<file path="src/rtl/irq_router_pkg.sv">
package irq_router_pkg;
    localparam int IDX_W  = 10;
    localparam int ADDR_W = 12;
    localparam int DATA_W = 32;

    localparam logic [IDX_W-1:0] ACK_NONE = 10'd1023;

    // shared bank
    localparam logic [ADDR_W-1:0] A_CTRL     = 12'h000;
    localparam logic [ADDR_W-1:0] A_EN_SET   = 12'h030;
    localparam logic [ADDR_W-1:0] A_EN_CLR   = 12'h034;
    localparam logic [ADDR_W-1:0] A_TGT_BASE = 12'h100;
    // per-CPU bank
    localparam logic [ADDR_W-1:0] A_ACK      = 12'h044;
    localparam logic [ADDR_W-1:0] A_MSK_SET  = 12'h048;
    localparam logic [ADDR_W-1:0] A_MSK_CLR  = 12'h04C;

    localparam int SRC_IPI = 0;
    localparam int SRC_MSI = 1;
    localparam int SRC_TMR = 5;

    // true when addr falls on a target word of an implemented source
    function automatic logic tgt_hit(input logic [ADDR_W-1:0] a,
                                     input logic [IDX_W-1:0] nsrc);
        logic [ADDR_W-1:0] off;
        off = a - A_TGT_BASE;
        return (a >= A_TGT_BASE) && (off[ADDR_W-1:2] < nsrc) && (off[1:0] == 2'b00);
    endfunction
endpackage

</file>
<file path="src/rtl/irq_router_regs.sv">
module irq_router_regs
    import irq_router_pkg::*;
#(
    parameter int NSRC = 32,
    parameter int NCPU = 4
) (
    input  logic                            clk,
    input  logic                            rst_n,
    input  logic                            wr_en,
    input  logic                            bank_sel,
    input  logic [$clog2(NCPU)-1:0]         cpu_id,
    input  logic [ADDR_W-1:0]               addr,
    input  logic [IDX_W-1:0]                wdata,
    output logic [NSRC-1:0]                 en_o,
    output logic [NCPU-1:0][NSRC-1:0]       msk_o,
    output logic [NSRC-1:0][NCPU-1:0]       tgt_o
);
    localparam int SRC_W = $clog2(NSRC);
    localparam logic [IDX_W-1:0] NSRC_L = IDX_W'(NSRC);

    typedef struct packed {
        logic [NSRC-1:0]           en;
        logic [NCPU-1:0][NSRC-1:0] msk;
        logic [NSRC-1:0][NCPU-1:0] tgt;
    } state_t;

    state_t s_d, s_q;

    logic              idx_ok;
    logic [SRC_W-1:0]  sidx;
    logic [ADDR_W-1:0] toff;
    logic [SRC_W-1:0]  tslot;

    always_comb begin
        idx_ok = (wdata < NSRC_L);
        sidx   = wdata[SRC_W-1:0];
        toff   = addr - A_TGT_BASE;
        tslot  = toff[SRC_W+1:2];
        s_d    = s_q;
        if (wr_en) begin
            if (!bank_sel) begin
                if (addr == A_EN_SET && idx_ok) begin
                    s_d.en[sidx] = 1'b1;
                end else if (addr == A_EN_CLR && idx_ok) begin
                    s_d.en[sidx] = 1'b0;
                end else if (tgt_hit(addr, NSRC_L)) begin
                    s_d.tgt[tslot] = wdata[NCPU-1:0];
                end
            end else begin
                if (addr == A_MSK_SET && idx_ok) begin
                    s_d.msk[cpu_id][sidx] = 1'b1;
                end else if (addr == A_MSK_CLR && idx_ok) begin
                    s_d.msk[cpu_id][sidx] = 1'b0;
                end
            end
        end
    end

    always_ff @(posedge clk or negedge rst_n) begin
        if (!rst_n) begin
            s_q.en  <= '0;
            s_q.msk <= '1;
            s_q.tgt <= '0;
        end else begin
            s_q <= s_d;
        end
    end

    assign en_o  = s_q.en;
    assign msk_o = s_q.msk;
    assign tgt_o = s_q.tgt;
endmodule

</file>
<file path="src/rtl/irq_router_pick.sv">
module irq_router_pick
    import irq_router_pkg::*;
#(
    parameter int NSRC = 32
) (
    input  logic [NSRC-1:0]  shared_irq,
    input  logic [NSRC-1:0]  en,
    input  logic [NSRC-1:0]  msk_row,
    input  logic [NSRC-1:0]  tgt_col,
    input  logic             ipi,
    input  logic             msi,
    input  logic             tmr,
    output logic [IDX_W-1:0] ack,
    output logic             any
);
    logic [NSRC-1:0] qual;

    always_comb begin
        for (int s = 0; s < NSRC; s++) begin
            if (s == SRC_IPI) begin
                qual[s] = ipi & ~msk_row[s];
            end else if (s == SRC_MSI) begin
                qual[s] = msi & ~msk_row[s];
            end else if (s == SRC_TMR) begin
                qual[s] = tmr & ~msk_row[s];
            end else begin
                qual[s] = shared_irq[s] & en[s] & tgt_col[s] & ~msk_row[s];
            end
        end
    end

    // lowest index wins: scan from the top so the last hit is the smallest
    always_comb begin
        ack = ACK_NONE;
        for (int s = NSRC - 1; s >= 0; s--) begin
            if (qual[s]) ack = IDX_W'(s);
        end
    end

    assign any = |qual;
endmodule

</file>
<file path="src/rtl/irq_router.sv">
module irq_router
    import irq_router_pkg::*;
#(
    parameter int NSRC = 32,
    parameter int NCPU = 4
) (
    input  logic                    clk,
    input  logic                    rst_n,
    input  logic                    wr_en,
    input  logic                    rd_en,
    input  logic                    bank_sel,
    input  logic [$clog2(NCPU)-1:0] cpu_id,
    input  logic [ADDR_W-1:0]       addr,
    input  logic [IDX_W-1:0]        wdata,
    output logic                    rd_valid,
    output logic [DATA_W-1:0]       rd_data,
    input  logic [NSRC-1:0]         shared_irq,
    input  logic [NCPU-1:0]         ipi_pend,
    input  logic [NCPU-1:0]         msi_pend,
    input  logic [NCPU-1:0]         tmr_pend,
    output logic [NCPU-1:0]         irq_o
);
    localparam int SRC_W = $clog2(NSRC);
    localparam logic [IDX_W-1:0] NSRC_L = IDX_W'(NSRC);

    typedef struct packed {
        logic              valid;
        logic [DATA_W-1:0] data;
    } rd_t;

    logic [NSRC-1:0]             en_w;
    logic [NCPU-1:0][NSRC-1:0]   mask_w;
    logic [NSRC-1:0][NCPU-1:0]   tgt_w;
    logic [NCPU-1:0][NSRC-1:0]   tcol_w;
    logic [NCPU-1:0][IDX_W-1:0]  ack_w;
    rd_t                         rd_d, rd_q;

    irq_router_regs #(.NSRC(NSRC), .NCPU(NCPU)) regs_i (
        .clk      (clk),
        .rst_n    (rst_n),
        .wr_en    (wr_en),
        .bank_sel (bank_sel),
        .cpu_id   (cpu_id),
        .addr     (addr),
        .wdata    (wdata),
        .en_o     (en_w),
        .msk_o    (mask_w),
        .tgt_o    (tgt_w)
    );

    // transpose target words into one column per CPU
    always_comb begin
        for (int c = 0; c < NCPU; c++) begin
            for (int s = 0; s < NSRC; s++) begin
                tcol_w[c][s] = tgt_w[s][c];
            end
        end
    end

    for (genvar c = 0; c < NCPU; c++) begin : g_cpu
        irq_router_pick #(.NSRC(NSRC)) pick_i (
            .shared_irq (shared_irq),
            .en         (en_w),
            .msk_row    (mask_w[c]),
            .tgt_col    (tcol_w[c]),
            .ipi        (ipi_pend[c]),
            .msi        (msi_pend[c]),
            .tmr        (tmr_pend[c]),
            .ack        (ack_w[c]),
            .any        (irq_o[c])
        );
    end

    logic [ADDR_W-1:0] toff;
    logic [SRC_W-1:0]  tslot;

    always_comb begin
        toff       = addr - A_TGT_BASE;
        tslot      = toff[SRC_W+1:2];
        rd_d.valid = rd_en;
        rd_d.data  = '0;
        if (rd_en) begin
            if (!bank_sel) begin
                if (addr == A_CTRL) begin
                    rd_d.data = {{(DATA_W-IDX_W-2){1'b0}}, NSRC_L, 2'b00};
                end else if (tgt_hit(addr, NSRC_L)) begin
                    rd_d.data = DATA_W'(tgt_w[tslot]);
                end
            end else if (addr == A_ACK) begin
                rd_d.data = DATA_W'(ack_w[cpu_id]);
            end
        end
    end

    always_ff @(posedge clk or negedge rst_n) begin
        if (!rst_n) begin
            rd_q <= '0;
        end else begin
            rd_q <= rd_d;
        end
    end

    assign rd_valid = rd_q.valid;
    assign rd_data  = rd_q.data;
endmodule

</file>
<file path="config.mk">
export PLATFORM = sky130hd
export DESIGN_NAME = irq_router
export DESIGN_NICKNAME = d
export VERILOG_FILES = /design/src/rtl/irq_router_pkg.sv /design/src/rtl/irq_router_regs.sv /design/src/rtl/irq_router_pick.sv /design/src/rtl/irq_router.sv
export SDC_FILE = /design/constraint.sdc
export NUM_CORES = 1
export LEC_CHECK = 0
export ABC_AREA = 1
export BUFFER_PORTS_ARGS = -buffer_cell sky130_fd_sc_hd__buf_2
export CAP_MARGIN = 20
export CORE_AREA = 4 4 156 218
export CTS_CLUSTER_DIAMETER = 200
export DETAILED_ROUTE_END_ITERATION = 16
export DIE_AREA = 0 0 160 222
export GPL_TIMING_DRIVEN = 0
export PLACE_DENSITY = 0.67
export SLEW_MARGIN = 20
export SYNTH_ARGS = -nofsm -noshare
export SYNTH_HDL_FRONTEND = slang
export SYNTH_SLANG_ARGS = --single-unit
</file>
<file path="constraint.sdc">
create_clock -name clk -period 3.5 [get_ports clk]
set_clock_uncertainty 0.15 [all_clocks]
set_input_delay 0.35 -clock clk [delete_from_list [all_inputs] [get_ports clk]]
set_output_delay 0.35 -clock clk [all_outputs]
set_load 0.01 [all_outputs]
</file>
Yosys cells after proc, flatten, opt, wreduce, memory -nomap -nowiden
Cells that the tools add are included.
{"block": "classes", "n_addsub": 1, "order_cmp": 9, "n_eq_ne": 5, "n_mux": 148, "bitwise": 410, "reduce_logical": 20}
{"operator": "two-way mux 10 bit", "n": 130}
{"operator": "bitwise AND 1 bit", "n": 273}
{"operator": "two-way mux 128 bit", "n": 2}
{"operator": "two-way mux 32 bit", "n": 5}
{"operator": "NOT 1 bit", "n": 131}
{"operator": "bitwise AND 128 bit", "n": 1}
{"operator": "bitwise mux 128 bit", "n": 1}
{"operator": "NOT 128 bit", "n": 1}
{"operator": "OR 128 bit", "n": 1}
{"operator": "OR reduction 32 bit", "n": 4}
{"operator": "demux 32 bit (select 2 bit)", "n": 1}
{"operator": "equality test 12 x 7 -> 1 bit, second input constant", "n": 3}
{"operator": "bitwise AND 32 bit", "n": 1}
{"operator": "NOT 32 bit", "n": 1}
{"operator": "OR 32 bit", "n": 1}
{"operator": "equality test 12 x 6 -> 1 bit, second input constant", "n": 2}
{"operator": "binary-select mux 10 bit (select 2 bit)", "n": 1}
{"operator": "binary-select mux 4 bit (select 5 bit)", "n": 1}
{"operator": "demux 4 bit (select 5 bit)", "n": 1}
{"operator": "< comparator 10 x 6 -> 1 bit, second input constant", "n": 2}
{"operator": ">= comparator 12 x 9 -> 1 bit, second input constant", "n": 1}
{"operator": "zero test 12 bit", "n": 1}
{"operator": "< comparator 5 x 6 -> 1 bit, second input constant", "n": 2}
{"operator": "two-way mux 4 bit", "n": 3}
{"operator": "12 further kinds", "n": 23}
{"block": "totals", "reg_bits": 321, "input_bits": 73, "output_inout_bits": 37}

Depth between registers and ports, before layout
Gate-level depths: netlist of run 1.
{"block": "logic_depth", "word_depth": 40, "ltp_mapped": 38, "depth_no_buf": 38}

Modules after synthesis
A second synthesis of run 1 with hierarchy kept.
{"block": "unflattened", "cells_unflattened": 3228, "area_unflattened_um2": 20840.0}
{"module": "irq_router_regs", "instances": 1, "cells_per_inst": 1928, "area_each_um2": 14559.0, "seq_area_each_um2": 7367.1}
{"module": "irq_router_pick", "instances": 4, "cells_per_inst": 197, "area_each_um2": 933.4, "seq_area_each_um2": 0.0}
{"module": "irq_router", "instances": 1, "cells_per_inst": 512, "area_each_um2": 2547.4, "seq_area_each_um2": 275.3}

Least setup slack after synthesis of run 1
OpenSTA, ideal clock, no wires.
{"block": "synth_path", "path_type": "register -> register", "startpoint": "reg (tool-made name)", "endpoint": "reg rd_q, in the netlist rd_data[0]", "setup_ps": 120, "t_arrival_ps": 2151, "setup_slack_ps": 1080, "path_stages_with_launch": 38, "n_path_buf": 0, "period_less_slack_ps": 2420, "cell_sequence": "dfstp_2 -> nor2_2 -> nand2_1 -> nand2_1 -> nand2_1 -> nand2_1 -> nand2_1 -> nand2_1 -> nand2_1 -> nand2_1 -> nand2_1 -> nand2_1 -> nand2_1 -> nand2_1 -> nand2_1 -> nand2_1 -> nand2_1 -> nand2_1 -> (+2 left out) -> nand2_1 -> nand2_1 -> nand2_1 -> nand2_1 -> nand2_1 -> nand2_1 -> nand2_1 -> nand2_1 -> nand2_1 -> nand2_1 -> nand2_1 -> nand2_1 -> nand2_1 -> nand2_1 -> nand3_1 -> nor2_1 -> nor2_1 -> nor2_1"}
{"item": "to (signal assigned)", "line_no": "irq_router.sv:99", "source": "rd_q <= rd_d;"}
{"item": "to (decl)", "line_no": "irq_router.sv:36", "source": "rd_t rd_d, rd_q;"}

==> results_dict.tcl, run 1 <==
set metrics [dict create \
    cp.required_ns 3.86 \
    dpl.hpwl_um 44200 \
    peakVddDrop_v 0.000366 \
    area_growth_syn_to_layout_pct 14.4 \
    postRouteAntennaNets 0 \
    final_cell_mix "nand2_1 (670), inv_1 (386), o21ai_0 (199), dfrtp_1 (165), dfstp_2 (128)" \
    grt_overflow_total 0 \
    postRouteWirelength_um 59900 \
    final_util_pct 56.4 \
    synth_fa_ha_area_share_pct 0 \
    pre_cts_ws_ns -0.684 \
    antenna_found_initial 0 \
    leakage_nw 9.73 \
    synth-seq-cells 293 \
    grt_max_degree 97 \
    cp-start-kind "input pin" \
    yosysSeqAreaShare_pct 47.2 \
    path_max_fanout 10 \
    core-area_um2 32200 \
    tightest_slew_ns 1.18 \
    floorplan.initialDensity_pct 49.3 \
    htreeDepth 1 \
    pwr_density_cell_nw_per_um2 410 \
    crit_path_end_kind "register" \
    numCtsBuffers 31 \
    dr.pass1.iters 6 \
    violations "setup timing" \
    intPower_mw 5.68 \
    min-delay-start "wdata[1]" \
    synth_cell_types 41 \
    clk_latency_ns 0.59 \
    clk_pin_slew_worst_paths_ns 0.06 \
    yosysTopAreaCell "dfrtp_1" \
    slew_viol_final 0 \
    hold_viol_final 0 \
    synth_mux_area_share_pct 4.73 \
    fin_crit_ns 3.57 \
    drcViolationCount 0 \
    clockBufferDepth 3 \
    switchingPower_mw 1.77 \
    mostFrequentLayoutCell "nand2_1" \
    portBuffers 84 \
    crit_start "addr[2]" \
    row_count 78 \
    netlist_instances 2119 \
    yosysWarnings 0 \
    drt-initial-drc-count 1605 \
    dieArea_um2 35500 \
    via_count 15049 \
    seqPwrFrac_pct 45.6 \
    p_sw_share_pct 23.8 \
    syn_area_per_cell_um2 7.49 \
    finalSetupViolations 1 \
    root_buffer "clkbuf_16" \
    synthSimpleGateAreaFrac_pct 23.8 \
    synth-compound-area-share_pct 12.3 \
    diodes 0 \
    track_usage_pct 33.2 \
    nets 2337 \
    n_fill_cell 3091 \
    worstPathArrival_ns 3.92 \
    synth-xor-area-share_pct 0 \
    finalCritPeriodShare_pct 102 \
    drt-vias-per-instance 5.60 \
    grt_pass1_vias 14425 \
    synth_area_leaders "dfrtp_1 (26%), dfstp_2 (21%), nand2_1 (16%)" \
    syn-cell-area_um2 15900 \
    cts_tree "built" \
    cts_sinks 293 \
    fmax_ghz 0.280 \
    synth_top_family_by_area "simple AND/OR/NAND/NOR gates" \
    slew_headroom_pct 20.7 \
    setup_slack_ns -0.0651 \
    hp-class "in -> reg" \
    die_y_um 222 \
    worstSetupPathType "in -> reg" \
    die_w_um 160 \
    outcome "finished with violations" \
    layout-drive-gt1-share_pct 15.1 \
    p_comb_share_pct 5.8 \
    grt_pass1_wl_um 89100 \
    clockPowerShare_pct 48.6 \
    routabilityCongestion 1.03 \
    wire_per_inst_um 22.3 \
    io_pins 110 \
    yosys.area.top_type_share_pct 26.0 \
    cap_violations 0 \
]
## power by group through the flow
| stage | Combinational (mW) | Sequential, mW | Clock (mW) |
|---|---|---|---|
| 2_1_floorplan | 0.156 | 3.46 | 0 |
| 3_3_place_gp | 0.402 | 3.46 | 0 |
| 3_5_place_dp | 0.416 | 3.46 | 0 |
| 4_1_cts | 0.419 | 3.40 | 3.65 |
| 5_1_grt | 0.453 | 3.40 | 3.80 |
| 6_report | 0.432 | 3.40 | 3.62 |
## kinds of logic after synthesis
| group | count (synthesis) |
|---|---|
| AOI/OAI and AO/OA | 339 |
| other | 1 |
| muxes | 75 |
| DFF | 293 |
| buffers and inverters | 473 |
| and+or+nand+nor | 938 |
## path summary, 6_finish.rpt
path | to | slack [ns] | cells after the start
max reg2reg | rd_data[0] | 0.32 | 37
min | regs_i.tgt_o[45] | 0.11 | 3
max in group asynchronous | async pin | 1.86 | 4
max | rd_data[0] | -0.07 | 11
min in group asynchronous | rd_data[1] | 0.14 | 2
min reg2reg | register | 0.33 | 2
## worst max-delay path, cell delays in order
cell	delay (ns)
buf_2	0.15
inv_1	0.08
nand2_1	0.44
clkbuf_2	0.51
clkbuf_1	0.74
o22ai_1	0.14
o21ai_0	0.69
nand4_1	0.23
nor3_1	0.39
nor2_1	0.09
nor2_1	0.10
## cells in the mapped netlist (all sizes together)
master and number:
nand2 675, inv 387, o21ai 225, dfrtp 165, dfstp 128, nor2 104
mux2i 75, nor3 74, nand3 72, buf 47, clkbuf 37, o221ai 26
a21oi 25, o22ai 16, a22oi 15, a22o 7, a221oi 5, nor4 5
o22a 5, nand4 4, o211ai 4, a31o 2, a31oi 2, clkinv 2
nor3b 2, a211oi 1, a21o 1, a311oi 1, a32oi 1, a41oi 1
conb 1, o21bai 1, o32ai 1, or2 1, or4 1
## stage by stage
step / total power [mW] / cell area (um^2) / hold slack [ns] / setup TNS [ns] / std cells
6_report: 7.45 / 18200 / 0.108 / -0.0651 / 2688
4_1_cts: 7.47 / 18100 / 0.0700 / 0 / 2686
3_5_place_dp: 3.87 / 17000 / 0.149 / -15.06 / 2627
5_1_grt: 7.66 / 18200 / 0.0775 / -0.0173 / 2688
3_3_place_gp: 3.86 / 16900 / 0.316 / -833.89 / 2624
2_1_floorplan: 3.61 / 16000 / -0.0956 / 0 / 2140
## per-layer routing
layer  track usage [%]  part of all wire (%)
met1              41.4                    37
met2              53.2                    46
met3              5.64                   9.1
met4              21.9                   7.9
met5                 0                     0
## area by class of cell
cell class	instances	area, um^2	area share (%)
Tap cell	400	500	2.76
Clock buffer	40	860	4.73
Buffer	84	453	2.49
Clock inverter	17	251	1.38
Multi-Input combinational cell	1374	6600	36.3
Inverter	389	1460	8.04
Sequential cell	293	7490	41.2
Timing Repair Buffer	91	548	3.02
## repair_timing
action                     4_1_cts  5_1_grt
setup endpoints to repair        1        3
hold endpoints to repair        99        0
pin swaps                        0        2
resized for setup                1       15
hold buffers                     2        0
buffers inserted                 0        2
Power figures use the tool's default switching activity.
==> run 2, diff against run 1 <==
--- a/config.mk
+++ b/config.mk
@@ -14,6 +14,7 @@
 export DIE_AREA = 0 0 160 222
 export GPL_TIMING_DRIVEN = 0
 export PLACE_DENSITY = 0.67
+export SETUP_SLACK_MARGIN = 0.3
 export SLEW_MARGIN = 20
 export SYNTH_ARGS = -nofsm -noshare
 export SYNTH_HDL_FRONTEND = slang
==> run 2 against run 1 <==
  * Worst setup slack gained 0.16 ns
  * Critical path depth stayed put
  * Register-to-register slack improved by 0.04 ns
  * Maximum frequency is 4.8% higher
  * Utilization is 0.27 points higher
  * Sequential power about the same
  * The run now ends clean
  * Total power hardly changed
  * Final area up 0.48%
  * Worst hold slack better by 0.0061 ns
  * Critical path type unchanged
  * Via count barely moved
  * Critical endpoint unchanged
==> results_dict.tcl, run 2 (synthesis gave the netlist of run 1 again) <==
set metrics [dict create \
    r2r_slack_ns 0.36 \
    portBuffers 84 \
    finalCritPeriodShare_pct 97.2 \
    diodes 0 \
    floorplan.initialDensity_pct 49.3 \
    die_w_um 160 \
    grt_pass1_wl_um 89300 \
    row_count 78 \
    leakage_nw 9.75 \
    cts_tree "built" \
    dpl.hpwl_um 44200 \
    area_growth_syn_to_layout_pct 14.9 \
    slew_viol_final 0 \
    fin_crit_ns 3.40 \
    via_count 15056 \
    hold_end "rd_data[7]" \
    instances_no_fill 2688 \
    cp.required_ns 3.86 \
    whs_ns 0.114 \
    tightest_slew_ns 1.19 \
    min-delay-start "bank_sel" \
    htreeDepth 1 \
    finalPower_mw 7.46 \
    place_inst 2627 \
    die_y_um 222 \
    clk_latency_ns 0.59 \
    root_buffer "clkbuf_16" \
    finalSetupViolations 0 \
    numCtsBuffers 31 \
    hold_viol_final 0 \
    grt_max_degree 97 \
    cp-start-kind "input pin" \
    final_cell_area_um2 18300 \
    outcome "finished clean" \
    layout-drive-gt1-share_pct 16.2 \
    postRouteWirelength_um 59900 \
    n_fill_cell 3086 \
    whs_path_depth 4 \
    fmax_ghz 0.294 \
    cap_violations 0 \
    grt_pass1_vias 14426 \
    final_util_pct 56.7 \
    ff2ff_path_depth 38 \
    slew_headroom_pct 20.7 \
    r2r_end "rd_data[0]" \
    postRouteAntennaNets 0 \
    worstPathArrival_ns 3.76 \
    pwr_density_cell_nw_per_um2 409 \
    dieArea_um2 35500 \
    track_usage_pct 33.3 \
    nets 2337 \
    hp-class "in -> reg" \
    crit_path_end_kind "register" \
    rsz0062_at_grt "yes" \
    antenna_found_initial 0 \
    drcViolationCount 0 \
    placed_cell_area_um2 17000 \
    dr.pass1.iters 6 \
    routabilityCongestion 1.03 \
    wire_per_inst_um 22.3 \
    clockBufferDepth 3 \
    path_max_fanout 10 \
    mostFrequentLayoutCell "nand2_1" \
    peakVddDrop_v 0.000366 \
    worstSetupPathType "in -> reg" \
    grt_overflow_total 0 \
    cts_sinks 293 \
    drt-vias-per-instance 5.60 \
    final_cell_mix "nand2_1 (655), inv_1 (385), o21ai_0 (199), dfrtp_1 (165), dfstp_2 (128)" \
    clk_pin_slew_worst_paths_ns 0.06 \
    drt-initial-drc-count 1683 \
    core-area_um2 32200 \
    io_pins 110 \
]
[run 2: cell type report]
| type | instances | area, um^2 | area share [%] |
|---|---|---|---|
| plain buffers | 84 | 457 | 2.50 |
| clock buffers | 40 | 860 | 4.71 |
| clock inverters | 17 | 251 | 1.38 |
| inverters | 389 | 1460 | 8.00 |
| multi-input cells | 1374 | 6680 | 36.6 |
| flip-flops and latches | 293 | 7490 | 41.0 |
| well taps | 400 | 500 | 2.74 |
| repair buffers | 91 | 548 | 3.00 |
[run 2: worst max-delay path by stage]
stage	start	endpoint	slack [ns]	cells past startpoint
detailed placement	addr[2]	rd_data[0]	-0.68	11
global placement	rst_n	async pin	-3.60	1
finish	addr[3]	rd_data[0]	0.1	11
CTS	addr[3]	rd_data[0]	0.25	11
global route	register	rd_data[0]	0.04	38
floorplan	register	rd_data[0]	1.08	37
[run 2: per-stage QoR]
stage          setup TNS, ns  worst slack, ns
2_1_floorplan              0             1.08
3_3_place_gp         -833.89            -3.60
3_5_place_dp          -15.06           -0.684
4_1_cts                    0            0.249
5_1_grt                    0           0.0392
6_report                   0           0.0966
[run 2: power breakdown]
group	internal (mW)	switching [mW]	total, mW
Combinational	0.109	0.324	0.433
Sequential	3.40	0.00296	3.40
Clock	2.18	1.45	3.63
Total	5.68	1.78	7.46
[run 2: repair_timing]
action,in CTS,in global routing
hold buffers,2,0
resized for setup,6,41
buffers inserted,0,2
setup endpoints to repair,3,76
gates cloned,0,0
endpoints found under the hold margin,99,0
pin swaps,0,13
[run 2: critical path, cell delays in order]
cell             delay, ns
buf_2                 0.16
nor2_1                0.08
clkdlybuf4s15_1       0.60
inv_1                 0.55
clkbuf_2              0.50
o22ai_1               0.15
o21ai_0               0.49
nand4_1               0.27
nor3_1                0.39
nor2_1                0.09
nor2_1                0.12
[run 2: layer usage]
metal	part of all wire [%]	GRT usage, %	wire length (um)	vias up
li1	-	-	-	6955
met1	38	41.6	22500	7082
met2	46	53.5	27500	798
met3	8.7	5.43	5200	221
met4	7.8	21.5	4690	0
met5	0	0	0	-
==> run 3, diff against run 2 <==
--- a/config.mk
+++ b/config.mk
@@ -14,6 +14,7 @@
 export DIE_AREA = 0 0 160 222
 export GPL_TIMING_DRIVEN = 0
 export PLACE_DENSITY = 0.67
+export RECOVER_POWER = 25
 export SETUP_SLACK_MARGIN = 0.3
 export SLEW_MARGIN = 20
 export SYNTH_ARGS = -nofsm -noshare
==> run 3 against run 2 <==
  * The flow now finishes with violations (capacitance limit, slew limit)
  * Total power about the same
  * Count of clock-buffer cells in the layout is the same
  * Via count is essentially flat
  * Die area did not move
  * Sequential share of layout area is 0.11 points higher
  * First-iteration DRC count is 3.0% higher
  * Largest power group unchanged
  * Highest routed layer unchanged
==> results_dict.tcl, run 3 (synthesis gave the netlist of run 1 again) <==
set metrics [dict create \
    nets 2337 \
    layout-drive-gt1-share_pct 15.8 \
    wire_per_inst_um 22.3 \
    die_y_um 222 \
    cts_sinks 293 \
    rsz0062_at_grt "yes" \
    crit_path_end_kind "register" \
    slew_viol_final 67 \
    row_count 78 \
    dr.pass1.iters 7 \
    grt_max_degree 97 \
    die_w_um 160 \
    hold_viol_final 0 \
    core-area_um2 32200 \
    grt_pass1_wl_um 89300 \
    clk_latency_ns 0.59 \
    grt_pass1_vias 14426 \
    fmax_ghz 0.293 \
    drt-initial-drc-count 1733 \
    worstSetupPathType "in -> reg" \
    grt_overflow_total 0 \
    cts_tree "built" \
    peakVddDrop_v 0.000366 \
    dieArea_um2 35500 \
    final_cell_area_um2 18200 \
    routabilityCongestion 1.03 \
    dpl.hpwl_um 44200 \
    root_buffer "clkbuf_16" \
    path_max_fanout 10 \
    htreeDepth 1 \
    area_growth_syn_to_layout_pct 14.6 \
    track_usage_pct 33.3 \
    finalPower_mw 7.45 \
    cap_violations 1 \
    diodes 0 \
    hp-class "in -> reg" \
    portBuffers 84 \
    slew_headroom_pct -14.1 \
    cp-start-kind "input pin" \
    worstPathArrival_ns 3.77 \
    postRouteAntennaNets 0 \
    min-delay-start "bank_sel" \
    multi_input_area_um2 6680 \
    pwr_density_cell_nw_per_um2 410 \
    final_cell_mix "nand2_1 (655), inv_1 (385), o21ai_0 (199), dfrtp_1 (165), dfstp_2 (128)" \
    numCtsBuffers 31 \
    n_fill_cell 3095 \
    leakage_nw 9.69 \
    crit_start "addr[3]" \
    placed_cell_area_um2 17000 \
    finalCritPeriodShare_pct 97.4 \
    cp.required_ns 3.86 \
    finalSetupViolations 0 \
    mostFrequentLayoutCell "nand2_1" \
    ff_latch_area_um2 7490 \
    outcome "finished with violations" \
    fin_crit_ns 3.41 \
    finalSetupTns_ns 0 \
    drcViolationCount 0 \
    antenna_found_initial 0 \
    floorplan.initialDensity_pct 49.3 \
    io_pins 110 \
    clk_pin_slew_worst_paths_ns 0.06 \
    via_count 15043 \
    violations "capacitance limit, slew limit" \
    clockBufferDepth 3 \
    tightest_slew_ns 1.71 \
    whs_ns 0.107 \
    postRouteWirelength_um 59900 \
    drt-vias-per-instance 5.60 \
]
## run 3: cell type report
cell class                      count  area share, %
Clock buffer                       40           4.72
Tap cell                          400           2.75
Inverter                          389           8.02
Buffer                             84           2.51
Timing Repair Buffer               91           2.74
Multi-Input combinational cell   1374           36.7
Clock inverter                     17           1.38
Sequential cell                   293           41.2
## run 3: power by group
group	leakage, nW	internal, mW	switching, mW
Clock	0.549	2.17	1.45
Combinational	5.50	0.104	0.322
Sequential	3.64	3.40	0.00298
## run 3: critical path: stages
cell             delay [ns]
buf_2                  0.17
nor2_1                 0.08
clkdlybuf4s15_1        0.60
inv_1                  0.54
clkbuf_2               0.50
o22ai_1                0.13
o21ai_0                0.60
nand4_1                0.22
nor3_1                 0.35
nor2_1                 0.09
nor2_1                 0.12
## run 3: through the flow
step           utilization, %  instances  worst slack [ns]
2_1_floorplan               -       2140              1.08
3_5_place_dp             52.7       2627            -0.684
5_1_grt                  56.5       2688            0.0384
3_3_place_gp             52.4       2624             -3.60
6_report                 56.5       2688            0.0917
4_1_cts                  56.3       2686             0.249
## run 3: path summary, 6_finish.rpt
kind                         endpoint  slack, ns  depth (start not counted)
hold reg to reg              register       0.33                          2
setup / recovery           rd_data[0]       0.09                         11
setup reg to reg           rd_data[0]       0.35                         38
hold / removal             rd_data[7]       0.11                          4
min in group asynchronous   async pin       0.12                          2
max in group asynchronous   async pin       0.60                          4
## run 3: per-layer routing
layer | vias to the layer above | share of wire [%] | wire length (um) | track usage, %
met5 | - | 0 | 0 | 0
met4 | 0 | 7.9 | 4760 | 21.5
met3 | 233 | 9.3 | 5560 | 5.43
met2 | 870 | 46 | 27400 | 53.5
met1 | 6999 | 37 | 22200 | 41.6
li1 | 6941 | - | - | -
## run 3: repair_timing
item,in CTS,in global routing
hold buffers,2,0
pin swaps,0,13
setup buffers,0,2
endpoints found under the setup margin,3,76
resized for setup,6,41
endpoints found under the hold margin,99,0
